--- config.mk ---
export PLATFORM = sky130hd
export DESIGN_NAME = gpio_setclr_port
export DESIGN_NICKNAME = d
export VERILOG_FILES = /design/src/rtl/gpio_sc_pkg.sv /design/src/rtl/gpio_sc_decode.sv /design/src/rtl/gpio_sc_bitcell.sv /design/src/rtl/gpio_sc_readmux.sv /design/src/rtl/gpio_setclr_port.sv
export SDC_FILE = /design/constraint.sdc
export NUM_CORES = 1
export LEC_CHECK = 0
export BUFFER_PORTS_ARGS = -buffer_cell sky130_fd_sc_hd__buf_2
export CAP_MARGIN = 25
export CORE_MARGIN = 4
export CORE_UTILIZATION = 30
export DETAILED_ROUTE_END_ITERATION = 6
export PLACE_DENSITY = 0.57
export SETUP_SLACK_MARGIN = 0.2
export SYNTH_ARGS = -nofsm -noshare
export SYNTH_HDL_FRONTEND = slang
export SYNTH_SLANG_ARGS = --single-unit
--- constraint.sdc ---
create_clock -name clk -period 1.1 [get_ports clk]
set_clock_uncertainty 0.1 [all_clocks]
set_input_delay 0.11 -clock clk [delete_from_list [all_inputs] [get_ports clk]]
set_output_delay 0.11 -clock clk [all_outputs]
set_load 0.01 [all_outputs]
--- src/rtl/gpio_sc_pkg.sv ---
package gpio_sc_pkg;
  // Word offsets of the register map
  localparam int unsigned OFS_DATA = 0;
  localparam int unsigned OFS_SET  = 1;
  localparam int unsigned OFS_CLR  = 2;

  typedef enum logic [1:0] {
    OP_NONE = 2'd0,
    OP_LOAD = 2'd1,
    OP_SET  = 2'd2,
    OP_CLR  = 2'd3
  } wr_op_e;
endpackage

--- src/rtl/gpio_sc_decode.sv ---
module gpio_sc_decode #(
  parameter int unsigned WIDTH  = 8,
  parameter int unsigned ADDR_W = 2
) (
  input  logic [ADDR_W-1:0] addr,
  input  logic              we,
  input  logic [WIDTH-1:0]  wdata,
  output logic [WIDTH-1:0]  j_vec,
  output logic [WIDTH-1:0]  k_vec,
  output logic              load,
  output logic              mapped
);
  import gpio_sc_pkg::*;

  wr_op_e op;

  always_comb begin
    mapped = 1'b1;
    op     = OP_NONE;
    if (addr == ADDR_W'(OFS_DATA))      op = we ? OP_LOAD : OP_NONE;
    else if (addr == ADDR_W'(OFS_SET))  op = we ? OP_SET  : OP_NONE;
    else if (addr == ADDR_W'(OFS_CLR))  op = we ? OP_CLR  : OP_NONE;
    else                                mapped = 1'b0;
  end

  always_comb begin
    j_vec = '0;
    k_vec = '0;
    load  = 1'b0;
    unique case (op)
      OP_LOAD: load  = 1'b1;
      OP_SET:  j_vec = wdata;
      OP_CLR:  k_vec = wdata;
      default: ;
    endcase
  end
endmodule

--- src/rtl/gpio_sc_bitcell.sv ---
module gpio_sc_bitcell (
  input  logic clk,
  input  logic rst,
  input  logic load,
  input  logic d,
  input  logic j,
  input  logic k,
  output logic q
);
  logic q_nxt;

  always_comb begin
    unique case ({j, k})
      2'b10:   q_nxt = 1'b1;
      2'b01:   q_nxt = 1'b0;
      2'b11:   q_nxt = ~q;
      default: q_nxt = q;
    endcase
    if (load) q_nxt = d;
  end

  always_ff @(posedge clk) begin
    if (rst) q <= 1'b0;
    else     q <= q_nxt;
  end
endmodule

--- src/rtl/gpio_sc_readmux.sv ---
module gpio_sc_readmux #(
  parameter int unsigned WIDTH = 8
) (
  input  logic             mapped,
  input  logic [WIDTH-1:0] q,
  output logic [WIDTH-1:0] rdata
);
  always_comb rdata = mapped ? q : '0;
endmodule

--- src/rtl/gpio_setclr_port.sv ---
module gpio_setclr_port #(
  parameter int unsigned WIDTH  = 8,
  parameter int unsigned ADDR_W = 2
) (
  input  logic              clk,
  input  logic              rst,
  input  logic [ADDR_W-1:0] bus_addr,
  input  logic              bus_we,
  input  logic [WIDTH-1:0]  bus_wdata,
  output logic [WIDTH-1:0]  bus_rdata,
  output logic [WIDTH-1:0]  port_out
);
  logic [WIDTH-1:0] j_vec;
  logic [WIDTH-1:0] k_vec;
  logic             load;
  logic             mapped;

  gpio_sc_decode #(.WIDTH(WIDTH), .ADDR_W(ADDR_W)) u_decode (
    .addr   (bus_addr),
    .we     (bus_we),
    .wdata  (bus_wdata),
    .j_vec  (j_vec),
    .k_vec  (k_vec),
    .load   (load),
    .mapped (mapped)
  );

  for (genvar b = 0; b < WIDTH; b++) begin : g_bit
    gpio_sc_bitcell u_cell (
      .clk  (clk),
      .rst  (rst),
      .load (load),
      .d    (bus_wdata[b]),
      .j    (j_vec[b]),
      .k    (k_vec[b]),
      .q    (port_out[b])
    );
  end

  gpio_sc_readmux #(.WIDTH(WIDTH)) u_readmux (
    .mapped (mapped),
    .q      (port_out),
    .rdata  (bus_rdata)
  );
endmodule

==> results of run 1 <==
-- stage by stage --
stage / setup WS (ns) / hold WS [ns] / std cells / cell area, um2 / power, mW
final: 0.04120 / 0.005178 / 110 / 747.0 / 0.7267
after global routing: 0.004902 / 0.02736 / 110 / 747.0 / 0.7746
after CTS: 0.04744 / 0.0003691 / 107 / 695.7 / 0.7153
after detailed placement: 0.1071 / 0.2704 / 95 / 555.5 / 0.4460
after global placement: 0.1278 / 0.2667 / 95 / 555.5 / 0.4423
after floorplan: 0.3226 / 0.1505 / 61 / 464.2 / 0.4021
-- final cells by class --
class | instances | share of cell area (%)
repair buffers | 41 | 40.37
flip-flops and latches | 8 | 22.78
clock buffers | 3 | 3.015
well taps | 15 | 2.513
multi-input cells | 43 | 31.32
-- synthesized netlist by cell type --
| cell type | n |
|---|---|
| nand2_1 | 9 |
| a21oi_1 | 8 |
| and2_1 | 8 |
| buf_4 | 8 |
| dfxtp_1 | 8 |
| nor2b_1 | 8 |
| o21ai_1 | 5 |
| o21ai_0 | 3 |
| buf_1 | 1 |
| buf_6 | 1 |
| nand2b_1 | 1 |
| nor2b_2 | 1 |
-- power by group --
part,switching (mW),internal (mW),leakage (nW),total [mW]
Combinational,0.0765,0.101,0.278,0.178
Clock,0.107,0.125,0.0138,0.232
Sequential,0.00973,0.307,0.0688,0.317
-- logic make-up (layout without fill, tap and decap cells) --
group | count (synthesis) | in the layout | synth area share [%]
AND/OR/NAND/NOR | 27 | 27 | 32.08
AO/OA/AOI/OAI | 16 | 16 | 17.25
buffers and inverters | 10 | 44 | 16.17
flip-flops | 8 | 8 | 34.50
-- routing by layer --
metal	up-vias	wire, um
li1	260	-
met1	232	526
met2	19	733
met3	2	127
met4	0	6
met5	-	0
-- repair_timing --
item                                    in CTS  in global routing
endpoints found under the setup margin      16                 16
resized for setup                           12                  7
hold buffers                                 6                  0
hold endpoints to repair                     6                  0
buffers inserted                             3                  3
-- critical path, delay by kind of cell (launching register included) --
| kind | cells | cell delay [ns] |
|---|---|---|
| buffers and inverters | 1 | 0.14 |
| DFF | 1 | 0.32 |
| and+or+nand+nor | 1 | 0.13 |
-- how the worst max path moves through the flow --
| stage | start | to | slack [ns] | depth (start not counted) |
|---|---|---|---|---|
| 5_1_grt | g_bit[0].u_cell.q$_SDFFE_PP0P_ | bus_rdata[0] | 0.005 | 2 |
| 6_report | g_bit[0].u_cell.q$_SDFFE_PP0P_ | bus_rdata[0] | 0.04 | 2 |
| 4_1_cts | g_bit[7].u_cell.q$_SDFFE_PP0P_ | bus_rdata[7] | 0.05 | 2 |
| 3_5_place_dp | bus_addr[1] | g_bit[7].u_cell.q$_SDFFE_PP0P_ | 0.11 | 4 |
| 3_3_place_gp | bus_addr[1] | g_bit[3].u_cell.q$_SDFFE_PP0P_ | 0.13 | 4 |
| 2_1_floorplan | bus_addr[0] | g_bit[1].u_cell.q$_SDFFE_PP0P_ | 0.32 | 3 |
==> key figures, run 1 <==
Critical path
  – Worst Path Required: 0.89 ns
  – Worst setup SP type: flop
  – FF-to-FF Start: g_bit[4].u_cell.q$_SDFFE_PP0P_
  – R2R Setup Slk: 0.19 ns
  – Capture point of the worst reg-to-reg path: g_bit[4].u_cell.q$_SDFFE_PP0P_
  – CP Class: reg -> out
  – Critical Path Sink Type: primary output
  – CP max stage delay: 0.32 ns
  – Max FO, Critical Path: 2
  – Arrival time worst endpoint: 0.85 ns
  – Reg2Reg Depth: 4
  – Worst path slowest cell: dfxtp_2
  – CP Cell Sequence: and2_1, buf_2

Logic synthesis
  – Mean Syn Cell Area: 7.610 um2
  – Post-synth top area cell: dfxtp_1
  – Sequential-to-total area share from yosys stat: 34.50%
  – Synth warn: 0
  – Synth Register Bits: 8
  – Netlist cell types: 12
  – Top cells by area, synth: dfxtp_1, buf_4, and2_1
  – Gate Count Post-Synth: 61
  – Synth top area share: 34.50%
  – Syn Nets: 74
  – Post-Syn Area: 464.2 um2

Clock network
  – CTS Root Buffer Type: clkbuf_4
  – Clock transition at path regs: 0.06 ns
  – CTS max path bufs: 2
  – Num CTS Buffers: 3
  – Clock latency on the worst-skew pair: 0.26 ns
  – CTS tree: yes
  – CTS sink cnt: 8
  – H-tree levels: 1

Global route
  – Met1 usage: 12.02%
  – Wire length of the first global-routing pass: 1987 um
  – Largest net degree at the start of global routing: 9
  – Initial antenna violation count: 0
  – Met2 Usage GRT: 25.40%
  – Grt ovf: 0
  – Global routing usage on met3: 5.747%
  – Overall Global Routing Usage: 13.03%
  – Busiest grt layer: met2
  – Vias in the first global route: 482

Worst hold path
  – Worst Hold Endpoint: g_bit[2].u_cell.q$_SDFFE_PP0P_
  – Hold path depth: 3
  – Hold WC Path Type: in -> reg
  – HP Start: bus_wdata[2]

Route
  – ANT nets after route: 0
  – Via count: 513
  – DRT Wirelength: 1394 um
  – DRT Pass-1 Iters: 4
  – DRC violations left: 0
  – Vias per Instance: 4.664
  – Detailed router's first-iteration violation count: 7
  – WL/cell: 12.67 um

Power and ir drop
  – Peak VDD IR: 0.7811 mV
  – Pleak: 0.3611 nW
  – Pwr Density: 972.9 nW/um2

Placement
  – RD Place Congestion: 0.6482
  – PortBufs: 28
  – DP HPWL: 886.2 um

Layout
  – Leading registers by flop count: g_bit.u_cell.q x8
  – Fillcell total: 151
  – Biggest register: g_bit.u_cell.q
  – Final Util: 54.03%
  – Register Area: 170.2 um2
  – Nets: 110
  – Share of cells above drive strength 1: 51.58%
  – Commonest non-fill, non-tap cell in the layout: buf_2
  – Max reg flops: 8
  – Area Overhead vs Synth: 60.92%
  – Area of the multi-input gates: 234.0 um2
  – Inserted Diodes: 0
  – Most frequent cells in the layout: buf_2, nand2_1, buf_6

Die
  – Die X: 47.34 um
  – I/O pins: 29
  – Core area: 1383 um2
  – Die area: 2241 um2
  – Initial Utilization: 33.57%
  – Die Span Y: 47.34 um
  – Row Count: 13

Timing
  – Setup TNS Final: 0 ns
  – Minimum clock period: 1.059 ns
  – Pins Over Slew Limit: 0
  – Worst-margin pin slew: 0.3578 ns
  – Endpoints failing hold: 0
  – Unrepaired setup endpoints after global routing: yes
  – Slew HR: 76.04%
  – Final setup viols: 0
  – Period Utilization, post-route: 96.25%
  – Maximum clock rate: 944.5 MHz

Job
  – Max Cap Viol: 0

Run status
  – Outcome: complete, no violations
(Power assumes the default switching activity.)
==> run 2, diff against run 1 <==
==> constraint.sdc (replaced) <==
create_clock -name clk -period 1 [get_ports clk]
set_clock_uncertainty 0.1 [all_clocks]
set_input_delay 0.1 -clock clk [delete_from_list [all_inputs] [get_ports clk]]
set_output_delay 0.1 -clock clk [all_outputs]
set_load 0.01 [all_outputs]
==> key figures, run 2 (synthesis gave the netlist of run 1 again) <==
Timing
  – Final setup viols: 8
  – Worst-margin pin slew: 0.3419 ns
  – Worst hold slack: -0.007168 ns
  – Maximum clock rate: 975.3 MHz
  – Final worst slack: -0.02528 ns
  – Pins Over Slew Limit: 0
  – Endpoints failing hold: 6
  – Slew HR: 77.10%
  – Minimum clock period: 1.025 ns
  – Period Utilization, post-route: 102.5%
  – Unrepaired setup endpoints after global routing: yes

Clock network
  – CTS max path bufs: 2
  – Num CTS Buffers: 3
  – H-tree levels: 1
  – CTS tree: yes
  – CTS sink cnt: 8
  – Clock transition at path regs: 0.06 ns
  – Clock latency on the worst-skew pair: 0.25 ns
  – CTS Root Buffer Type: clkbuf_4

Route
  – Vias per Instance: 4.495
  – ANT nets after route: 0
  – Via count: 454
  – DRT Pass-1 Iters: 4
  – Detailed router's first-iteration violation count: 2
  – DRT Wirelength: 1106 um
  – WL/cell: 10.95 um
  – DRC violations left: 0

Placement
  – RD Place Congestion: 0.6786
  – PortBufs: 28
  – Inst Count DP: 95
  – Worst slack at placement: 0.008661 ns

Power and ir drop
  – Peak VDD IR: 0.8372 mV
  – Pwr Density: 1135 nW/um2
  – Pleak: 0.3207 nW

Layout
  – Most frequent cells in the layout: buf_2, nand2_1, buf_6
  – Nets: 101
  – Share of cells above drive strength 1: 55.81%
  – Fillcell total: 154
  – Biggest register: g_bit.u_cell.q
  – Final Non-Filler Cells: 101
  – Inserted Diodes: 0
  – Area Overhead vs Synth: 44.47%
  – Max reg flops: 8
  – Leading registers by flop count: g_bit.u_cell.q x8
  – Commonest non-fill, non-tap cell in the layout: buf_2

Die
  – Die area: 2241 um2
  – Die X: 47.34 um
  – Die Span Y: 47.34 um
  – Initial Utilization: 33.57%
  – I/O pins: 29
  – Core area: 1383 um2
  – Row Count: 13

Critical path
  – Arrival time worst endpoint: 0.83 ns
  – Worst Path Required: 0.80 ns
  – Worst setup SP type: flop
  – WP buf/inv: 1
  – Cell family with the largest share of critical-path delay: flip-flops
  – R2R Setup Slk: 0.23 ns
  – CP max stage delay: 0.32 ns
  – Critical Path Sink Type: primary output
  – Worst path slowest cell: dfxtp_2
  – Max FO, Critical Path: 3
  – CP Class: reg -> out
  – CP Cell Sequence: and2_1, buf_2

Global route
  – Largest net degree at the start of global routing: 9
  – Overall Global Routing Usage: 10.62%
  – Vias in the first global route: 399
  – Wire length of the first global-routing pass: 1656 um
  – Initial antenna violation count: 0
  – Grt ovf: 0

Worst hold path
  – Hold WC Path Type: in -> reg

Run status
  – Outcome: finished, violations left
  – Failing checks: negative hold slack, negative setup slack

Job
  – Max Cap Viol: 0
## run 2: final cells by class
class,instances,area (um2),area share (%)
multi-input cells,43,240.2,35.82
repair buffers,32,219.0,32.65
flip-flops and latches,8,170.2,25.37
clock buffers,3,22.52,3.358
well taps,15,18.77,2.799
## run 2: report_power, final
part           total [mW]  switching [mW]  leakage [nW]  internal (mW)
Clock               0.245           0.108        0.0138          0.137
Sequential          0.347         0.00946        0.0688          0.338
Combinational       0.169          0.0782         0.238         0.0907
## run 2: worst min-delay path, cell delays in order
cell	delay, ns
buf_2	0.10
nand2_1	0.05
a21oi_1	0.05
## run 2: routing by layer
metal | track usage [%] | part of all wire (%) | wire, um
met5 | 0 | 0 | 0
met4 | 0 | 0 | 0
met3 | 6.130 | 9.2 | 102
met2 | 17.11 | 49 | 546
met1 | 13.09 | 41 | 457
## run 2: final timing paths
check	from	to	depth (start not counted)
max	g_bit[5].u_cell.q$_SDFFE_PP0P_	bus_rdata[5]	2
min	bus_wdata[5]	g_bit[5].u_cell.q$_SDFFE_PP0P_	3
max reg2reg	g_bit[1].u_cell.q$_SDFFE_PP0P_	g_bit[1].u_cell.q$_SDFFE_PP0P_	3
min reg2reg	g_bit[3].u_cell.q$_SDFFE_PP0P_	g_bit[3].u_cell.q$_SDFFE_PP0P_	2
## run 2: timing repair
item	CTS	global route
pin swaps	0	1
setup endpoints to repair	16	21
buffers inserted	3	0
hold endpoints to repair	8	3
gates resized for setup	12	10
## run 2: metrics by stage
| step | hold WS [ns] | util [%] | power [mW] | area, um2 | TNS (ns) |
|---|---|---|---|---|---|
| after global routing | -0.007438 | 48.51 | 0.8167 | 670.6 | -0.4879 |
| after CTS | -0.01731 | 45.70 | 0.7644 | 631.9 | -0.2853 |
| after floorplan | 0.1405 | - | 0.4423 | 464.2 | 0 |
| final | -0.007168 | 48.51 | 0.7609 | 670.6 | -0.1371 |
| after detailed placement | 0.2629 | 40.18 | 0.4890 | 555.5 | 0 |
| after global placement | 0.2616 | 40.18 | 0.4879 | 555.5 | 0 |
